## config.mk

```make
export PLATFORM = sky130hd
export DESIGN_NAME = lx_link_ctrl
export DESIGN_NICKNAME = d
export VERILOG_FILES = /design/src/rtl/lx_pkg.sv /design/src/rtl/lx_dwell_timer.sv /design/src/rtl/lx_rx_screen.sv /design/src/rtl/lx_fsm.sv /design/src/rtl/lx_link_ctrl.sv
export SDC_FILE = /design/constraint.sdc
export NUM_CORES = 1
export LEC_CHECK = 0
export ABC_AREA = 1
export CAP_MARGIN = 25
export CORE_ASPECT_RATIO = 0.7
export CORE_MARGIN = 3
export CORE_UTILIZATION = 30
export CTS_BUF_LIST = sky130_fd_sc_hd__clkbuf_4 sky130_fd_sc_hd__clkbuf_8 sky130_fd_sc_hd__clkbuf_16
export DETAILED_ROUTE_END_ITERATION = 12
export PLACE_DENSITY = 0.62
export SYNTH_ARGS = -nofsm -noshare
export SYNTH_HDL_FRONTEND = slang
export SYNTH_HIERARCHICAL = 1
export SYNTH_SLANG_ARGS = --single-unit
export TNS_END_PERCENT = 50
```

## constraint.sdc

```tcl
create_clock -name clk -period 2.7 [get_ports clk]
set_clock_uncertainty 0.2 [all_clocks]
set_input_delay 0.27 -clock clk [delete_from_list [all_inputs] [get_ports clk]]
set_output_delay 0.27 -clock clk [all_outputs]
set_load 0.1 [all_outputs]
```

## src/rtl/lx_pkg.sv

```systemverilog
package lx_pkg;

  typedef enum logic [2:0] {
    LS_ERR_RESET  = 3'd0,
    LS_ERR_WAIT   = 3'd1,
    LS_READY      = 3'd2,
    LS_STARTED    = 3'd3,
    LS_CONNECTING = 3'd4,
    LS_RUN        = 3'd5
  } lx_state_e;

  // Round an interval in ns up to whole cycles of a clock given in MHz.
  function automatic int ns_to_cycles(input int ns, input int mhz);
    return (ns * mhz + 999) / 1000;
  endfunction

  function automatic int max3(input int a, input int b, input int c);
    int m;
    m = (a > b) ? a : b;
    return (m > c) ? m : c;
  endfunction

  // Dwell limit for each state; 0 means the state has no time limit.
  function automatic int dwell_limit(input lx_state_e s, input int rst_c,
                                     input int wait_c, input int tmo_c);
    case (s)
      LS_ERR_RESET:  return rst_c;
      LS_ERR_WAIT:   return wait_c;
      LS_STARTED,
      LS_CONNECTING: return tmo_c;
      default:       return 0;
    endcase
  endfunction

  function automatic logic tx_active(input lx_state_e s);
    return (s == LS_STARTED) || (s == LS_CONNECTING) || (s == LS_RUN);
  endfunction

  function automatic logic fct_allowed(input lx_state_e s);
    return (s == LS_CONNECTING) || (s == LS_RUN);
  endfunction

  function automatic logic rx_active(input lx_state_e s);
    return s != LS_ERR_RESET;
  endfunction

endpackage

```

## src/rtl/lx_dwell_timer.sv

```systemverilog
module lx_dwell_timer #(
  parameter int CNT_W = 12
) (
  input  logic             clk,
  input  logic             rst_n,
  input  logic             restart,
  input  logic [CNT_W-1:0] limit,
  output logic             expired
);

  logic [CNT_W-1:0] cnt_q;

  always_ff @(posedge clk) begin
    if (!rst_n) begin
      cnt_q <= '0;
    end else if (restart) begin
      cnt_q <= '0;
    end else if (cnt_q != {CNT_W{1'b1}}) begin
      cnt_q <= cnt_q + 1'b1;
    end
  end

  // Last cycle of the permitted dwell.
  assign expired = (limit != '0) && (cnt_q == limit - 1'b1);

endmodule

```

## src/rtl/lx_rx_screen.sv

```systemverilog
module lx_rx_screen (
  input  logic clk,
  input  logic rst_n,
  input  logic rx_en,
  input  logic rx_null,
  input  logic rx_fct,
  input  logic rx_char,
  input  logic err_par,
  input  logic err_disc,
  input  logic err_esc,
  output logic null_seen_now,
  output logic fct_evt,
  output logic fault
);

  logic null_seen_q;
  logic line_err;
  logic early_char;

  always_ff @(posedge clk) begin
    if (!rst_n) begin
      null_seen_q <= 1'b0;
    end else if (!rx_en) begin
      null_seen_q <= 1'b0;
    end else if (rx_null) begin
      null_seen_q <= 1'b1;
    end
  end

  assign null_seen_now = null_seen_q | (rx_en & rx_null);
  assign fct_evt       = rx_en & rx_fct;
  assign line_err      = err_par | err_disc | err_esc;
  assign early_char    = (rx_fct | rx_char) & ~null_seen_q;
  assign fault         = rx_en & (line_err | early_char);

endmodule

```

## src/rtl/lx_fsm.sv

```systemverilog
module lx_fsm
  import lx_pkg::*;
(
  input  logic      clk,
  input  logic      rst_n,
  input  logic      start_req,
  input  logic      auto_start,
  input  logic      fault,
  input  logic      null_seen_now,
  input  logic      fct_evt,
  input  logic      tmr_expired,
  output lx_state_e state,
  output logic      state_chg
);

  lx_state_e state_nxt;

  always_comb begin
    state_nxt = state;
    case (state)
      LS_ERR_RESET: begin
        if (tmr_expired) state_nxt = LS_ERR_WAIT;
      end
      LS_ERR_WAIT: begin
        if (fault)            state_nxt = LS_ERR_RESET;
        else if (tmr_expired) state_nxt = LS_READY;
      end
      LS_READY: begin
        if (fault)                        state_nxt = LS_ERR_RESET;
        else if (start_req || auto_start) state_nxt = LS_STARTED;
      end
      LS_STARTED: begin
        if (fault || tmr_expired) state_nxt = LS_ERR_RESET;
        else if (null_seen_now)   state_nxt = LS_CONNECTING;
      end
      LS_CONNECTING: begin
        if (fault || tmr_expired) state_nxt = LS_ERR_RESET;
        else if (fct_evt)         state_nxt = LS_RUN;
      end
      LS_RUN: begin
        if (fault) state_nxt = LS_ERR_RESET;
      end
      default: state_nxt = LS_ERR_RESET;
    endcase
  end

  always_ff @(posedge clk) begin
    if (!rst_n) state <= LS_ERR_RESET;
    else        state <= state_nxt;
  end

  assign state_chg = (state_nxt != state);

endmodule

```

## src/rtl/lx_link_ctrl.sv

```systemverilog
module lx_link_ctrl
  import lx_pkg::*;
#(
  parameter int CLK_MHZ  = 200,
  parameter int RESET_NS = 6400,
  parameter int WAIT_NS  = 12800,
  parameter int TMO_NS   = 12800
) (
  input  logic       clk,
  input  logic       rst_n,
  input  logic       start_req,
  input  logic       auto_start,
  input  logic       rx_null,
  input  logic       rx_fct,
  input  logic       rx_char,
  input  logic       err_par,
  input  logic       err_disc,
  input  logic       err_esc,
  output logic       tx_en,
  output logic       tx_fct_en,
  output logic       tx_data_en,
  output logic       rx_en,
  output logic [2:0] link_state,
  output logic       running
);

  localparam int RST_C  = ns_to_cycles(RESET_NS, CLK_MHZ);
  localparam int WAIT_C = ns_to_cycles(WAIT_NS, CLK_MHZ);
  localparam int TMO_C  = ns_to_cycles(TMO_NS, CLK_MHZ);
  localparam int MAX_C  = max3(RST_C, WAIT_C, TMO_C);
  localparam int CNT_W  = $clog2(MAX_C + 1);

  lx_state_e        state;
  logic             state_chg;
  logic             tmr_expired;
  logic             fault_w;
  logic             null_seen_now_w;
  logic             fct_evt_w;
  logic [CNT_W-1:0] limit_w;

  assign limit_w = CNT_W'(dwell_limit(state, RST_C, WAIT_C, TMO_C));
  assign rx_en   = rx_active(state);

  lx_rx_screen u_screen (
    .clk           (clk),
    .rst_n         (rst_n),
    .rx_en         (rx_en),
    .rx_null       (rx_null),
    .rx_fct        (rx_fct),
    .rx_char       (rx_char),
    .err_par       (err_par),
    .err_disc      (err_disc),
    .err_esc       (err_esc),
    .null_seen_now (null_seen_now_w),
    .fct_evt       (fct_evt_w),
    .fault         (fault_w)
  );

  lx_dwell_timer #(.CNT_W(CNT_W)) u_timer (
    .clk     (clk),
    .rst_n   (rst_n),
    .restart (state_chg),
    .limit   (limit_w),
    .expired (tmr_expired)
  );

  lx_fsm u_fsm (
    .clk           (clk),
    .rst_n         (rst_n),
    .start_req     (start_req),
    .auto_start    (auto_start),
    .fault         (fault_w),
    .null_seen_now (null_seen_now_w),
    .fct_evt       (fct_evt_w),
    .tmr_expired   (tmr_expired),
    .state         (state),
    .state_chg     (state_chg)
  );

  assign tx_en      = tx_active(state);
  assign tx_fct_en  = fct_allowed(state);
  assign tx_data_en = (state == LS_RUN);
  assign running    = (state == LS_RUN);
  assign link_state = state;

endmodule

```

==> metrics.yaml <==
outcome: "finished with violations"
failed_checks: "setup timing"
yosysSeqAreaShare_pct: 19.5
mappedNetlistArea_um2: 1640
grt_antenna_before_repair: 0
synth_top_area_share_pct: 19.5
drt_iter0_drc: 125
cts_hold_bufs: 0
cap_viol_max_count: 0
numCtsBuffers: 3
drc: 0
pwr_dens_nw_per_um2: 224
cp_slowest_cell: "sky130_fd_sc_hd__dfxtp_4"
p_sw_share_pct: 26.9
finalNetCount: 379
yosys_warnings: 6
numClockSinks: 16
number_of_distinct_library_cells_after_synthesis: 28
num_io_pins: 18
layout_area_overhead_pct: 47.7
core_um2: 5020
critical_path.n_buffers_inverters: 7
final_cell_count_without_fillers: 434
drt_pass1_iterations: 5
max_stage_delay_ns: 0.36
gr-total-overflow: 0
place_hpwl_um: 3570
critical_path.cell_chain: "nor2_4, buf_12, nand2_8, clkinv_8, xnor2_4, inv_1, nand2_1, nand2_1, inv_1, nand2_2, nor2_1, nand2_1, nor2_2, inv_2, nand2_2, nor2_2, nand3_2, nand2_2, a21oi_2, nand3_2, nor2_4, buf_12, inv_6, nor3_4"
grt_pass1_vias: 1713
routed_wirelength_um: 4630
final_period_minus_worst_setup_slack_ns: 2.77
numPortBuffers: 17
maximum_level_of_the_cts_h_tree: 1
placed_cells: 421
dieWidth_um: 94.4
cts.reportedPaths.clkPinSlew_ns: 0.07
synth-seq-cells: 16
fp-row-count: 21
setup-violations-final: 10
power_leakage_uw: 0.00123
gr-usage-all-layers_pct: 15.4
fin_total_pwr_uw: 543
post-place-ws_ns: -0.173
cell_family_with_most_cp_delay: "simple AND/OR/NAND/NOR gates"
floorplan.die.height_um: 67.9
synthesis.instances: 293
clock_latency_ns: 0.26
gp_congestion: 0.960
ir_worst_vdd_mv: 0.193
p_clk_share_pct: 37.5
switching_power_uw: 146
critPathRequiredTime_ns: 2.68
clock_tree_from_tritoncts: "done"
biggest_area_contributors_in_the_synthesized_netlist: "sky130_fd_sc_hd__dfxtp_1, sky130_fd_sc_hd__nand2_1, sky130_fd_sc_hd__inv_1"
grt_setup_unrepaired: "yes"
initial_core_util_pct: 32.7
kind_of_launch_point_of_the_worst_setup_path: "flip-flop"
seq_power_share_pct: 44.0
grt_start_max_net_pins: 11
insertedDiodeCount: 0
worstSetupPathType: "flip-flop to flip-flop"
routed_via_density: 4.40
drtAntennaViolNets: 0
synthDominantAreaCellType: "sky130_fd_sc_hd__dfxtp_1"
internal_portion_of_total_power_uw: 397
root_buffer: "sky130_fd_sc_hd__clkbuf_8"
final_layout_size_suffix_gt1_share_pct: 26.8
crit_path_max_fanout: 5
timing.critical_path.arrival_ns: 2.75
total_vias_in_the_final_route: 1908
share_comb_of_total_power_pct: 18.5
final_worst_path_period_share_pct: 103
layout_setup_ws_ns: -0.0682
timing_hold_violations_final: 0
fmaxAchievable_mhz: 361
cts_buffer_depth: 2
element_type_at_the_critical_path_end: "flip-flop"
hold_class: "flip-flop to flip-flop"
timing_max_transition_violations_final: 0
final.setup.tns_ns: -0.422
first_pass_grt_wire_length_um: 7870
synth.avg_cell_area_um2: 5.61
design.die.area_um2: 6410
wire_per_inst_um: 10.7
through the flow:
| step | utilization, % | hold slack [ns] | instance area [µm²] |
|---|---|---|---|
| detailed placement | 42.9 | 0.297 | 2150 |
| finish | 48.3 | 0.308 | 2430 |
| CTS | 45.0 | 0.308 | 2260 |
| floorplan | - | 0.167 | 1810 |
| global placement | 42.9 | 0.295 | 2150 |
| global route | 48.3 | 0.345 | 2430 |
registers in the layout, indices dropped and copies added (netlist names):
name,count
u_timer/cnt_q,12
u_fsm/state,3
u_screen/null_seen_q,1
layer usage:
metal | global-route usage [%] | part of all wire, %
met1 | 24.2 | 53
met2 | 21.6 | 41
met3 | 1.65 | 4.9
met4 | 4.50 | 1.0
met5 | 0 | 0
tightest hold or removal path, stage by stage, from the launching register on:
cell                      delay [ns]
sky130_fd_sc_hd__dfxtp_1        0.31
sky130_fd_sc_hd__inv_1          0.10
sky130_fd_sc_hd__a21oi_2        0.06
kinds of logic (layout without fill, tap and decap cells):
group                      Yosys count  in the layout  share of synthesized area [%]
AOI/OAI and AO/OA                   23             23                           7.54
xor gates and xnor gates             7              7                           3.73
adders and majority gates            3              3                           2.29
buffers and inverters               57            100                           13.3
DFF                                 16             16                           19.5
other                                1             30                          0.228
and+or+nand+nor                    186            186                           53.5
final timing paths:
path / start / to / slack [ns] / depth (start not counted)
worst min register to register: u_timer/cnt_q[1]$_SDFFE_PP0P_ / u_timer/cnt_q[1]$_SDFFE_PP0P_ / 0.31 / 2
worst min-delay path: u_timer/cnt_q[1]$_SDFFE_PP0P_ / u_timer/cnt_q[1]$_SDFFE_PP0P_ / 0.31 / 2
worst max-delay path: u_fsm/state[0]$_SDFF_PN0_ / u_timer/cnt_q[4]$_SDFFE_PP0P_ / -0.07 / 24
worst max register to register: u_fsm/state[0]$_SDFF_PN0_ / u_timer/cnt_q[4]$_SDFFE_PP0P_ / -0.07 / 24
power groups by stage:
stage / clock, µW / combinational, µW / sequential (µW)
after CTS: 209 / 90.5 / 239
final: 204 / 100 / 239
after global placement: 0 / 84.0 / 244
after global routing: 217 / 117 / 239
after detailed placement: 0 / 84.5 / 244
after floorplan: 0 / 53.5 / 247
layout by cell type (no fill, tap or decap), types with 9 or more instances in the layout:
master                             n
sky130_fd_sc_hd__buf_4            27
sky130_fd_sc_hd__clkdlybuf4s50_1   9
sky130_fd_sc_hd__conb_1           30
sky130_fd_sc_hd__dfxtp_1          13
sky130_fd_sc_hd__inv_1            43
sky130_fd_sc_hd__nand2_1          72
sky130_fd_sc_hd__nand2_2          10
sky130_fd_sc_hd__nand3_1          26
sky130_fd_sc_hd__nor2_1           39
sky130_fd_sc_hd__nor2_2           12
area by class of cell:
| cell class | instances | area [µm²] |
|---|---|---|
| clock buffers | 4 | 48.8 |
| fillers | 503 | 2590 |
| inverters | 56 | 248 |
| multi-input cells | 249 | 1360 |
| flip-flops and latches | 16 | 332 |
| well taps | 69 | 86.3 |
| repair buffers | 40 | 355 |
synth_stat cells:
cell / n
sky130_fd_sc_hd__xnor2_1: 4
sky130_fd_sc_hd__nand2_1: 78
sky130_fd_sc_hd__a31oi_1: 2
sky130_fd_sc_hd__inv_2: 4
sky130_fd_sc_hd__nand4_1: 4
sky130_fd_sc_hd__o21ai_0: 5
sky130_fd_sc_hd__o31ai_1: 1
sky130_fd_sc_hd__o21ai_1: 5
sky130_fd_sc_hd__nor2_8: 1
sky130_fd_sc_hd__clkinv_1: 1
sky130_fd_sc_hd__nor2_2: 10
sky130_fd_sc_hd__nor3_2: 2
sky130_fd_sc_hd__ha_1: 3
sky130_fd_sc_hd__nand3_1: 30
sky130_fd_sc_hd__a21oi_1: 9
sky130_fd_sc_hd__conb_1: 1
sky130_fd_sc_hd__dfxtp_1: 16
sky130_fd_sc_hd__nand3_2: 3
sky130_fd_sc_hd__nand2_2: 7
sky130_fd_sc_hd__xor2_1: 3
sky130_fd_sc_hd__nand3_4: 1
sky130_fd_sc_hd__nand3b_1: 1
sky130_fd_sc_hd__nor3_1: 2
sky130_fd_sc_hd__a21oi_2: 1
sky130_fd_sc_hd__nor2_4: 3
sky130_fd_sc_hd__buf_4: 1
sky130_fd_sc_hd__nor2_1: 44
sky130_fd_sc_hd__inv_1: 51
what timing repair did:
item | CTS | global route
setup endpoints to repair | 12 | 12
setup buffers | 3 | 6
resized for setup | 7 | 34
pin swaps | 4 | 16
(Power assumes the default switching activity.)
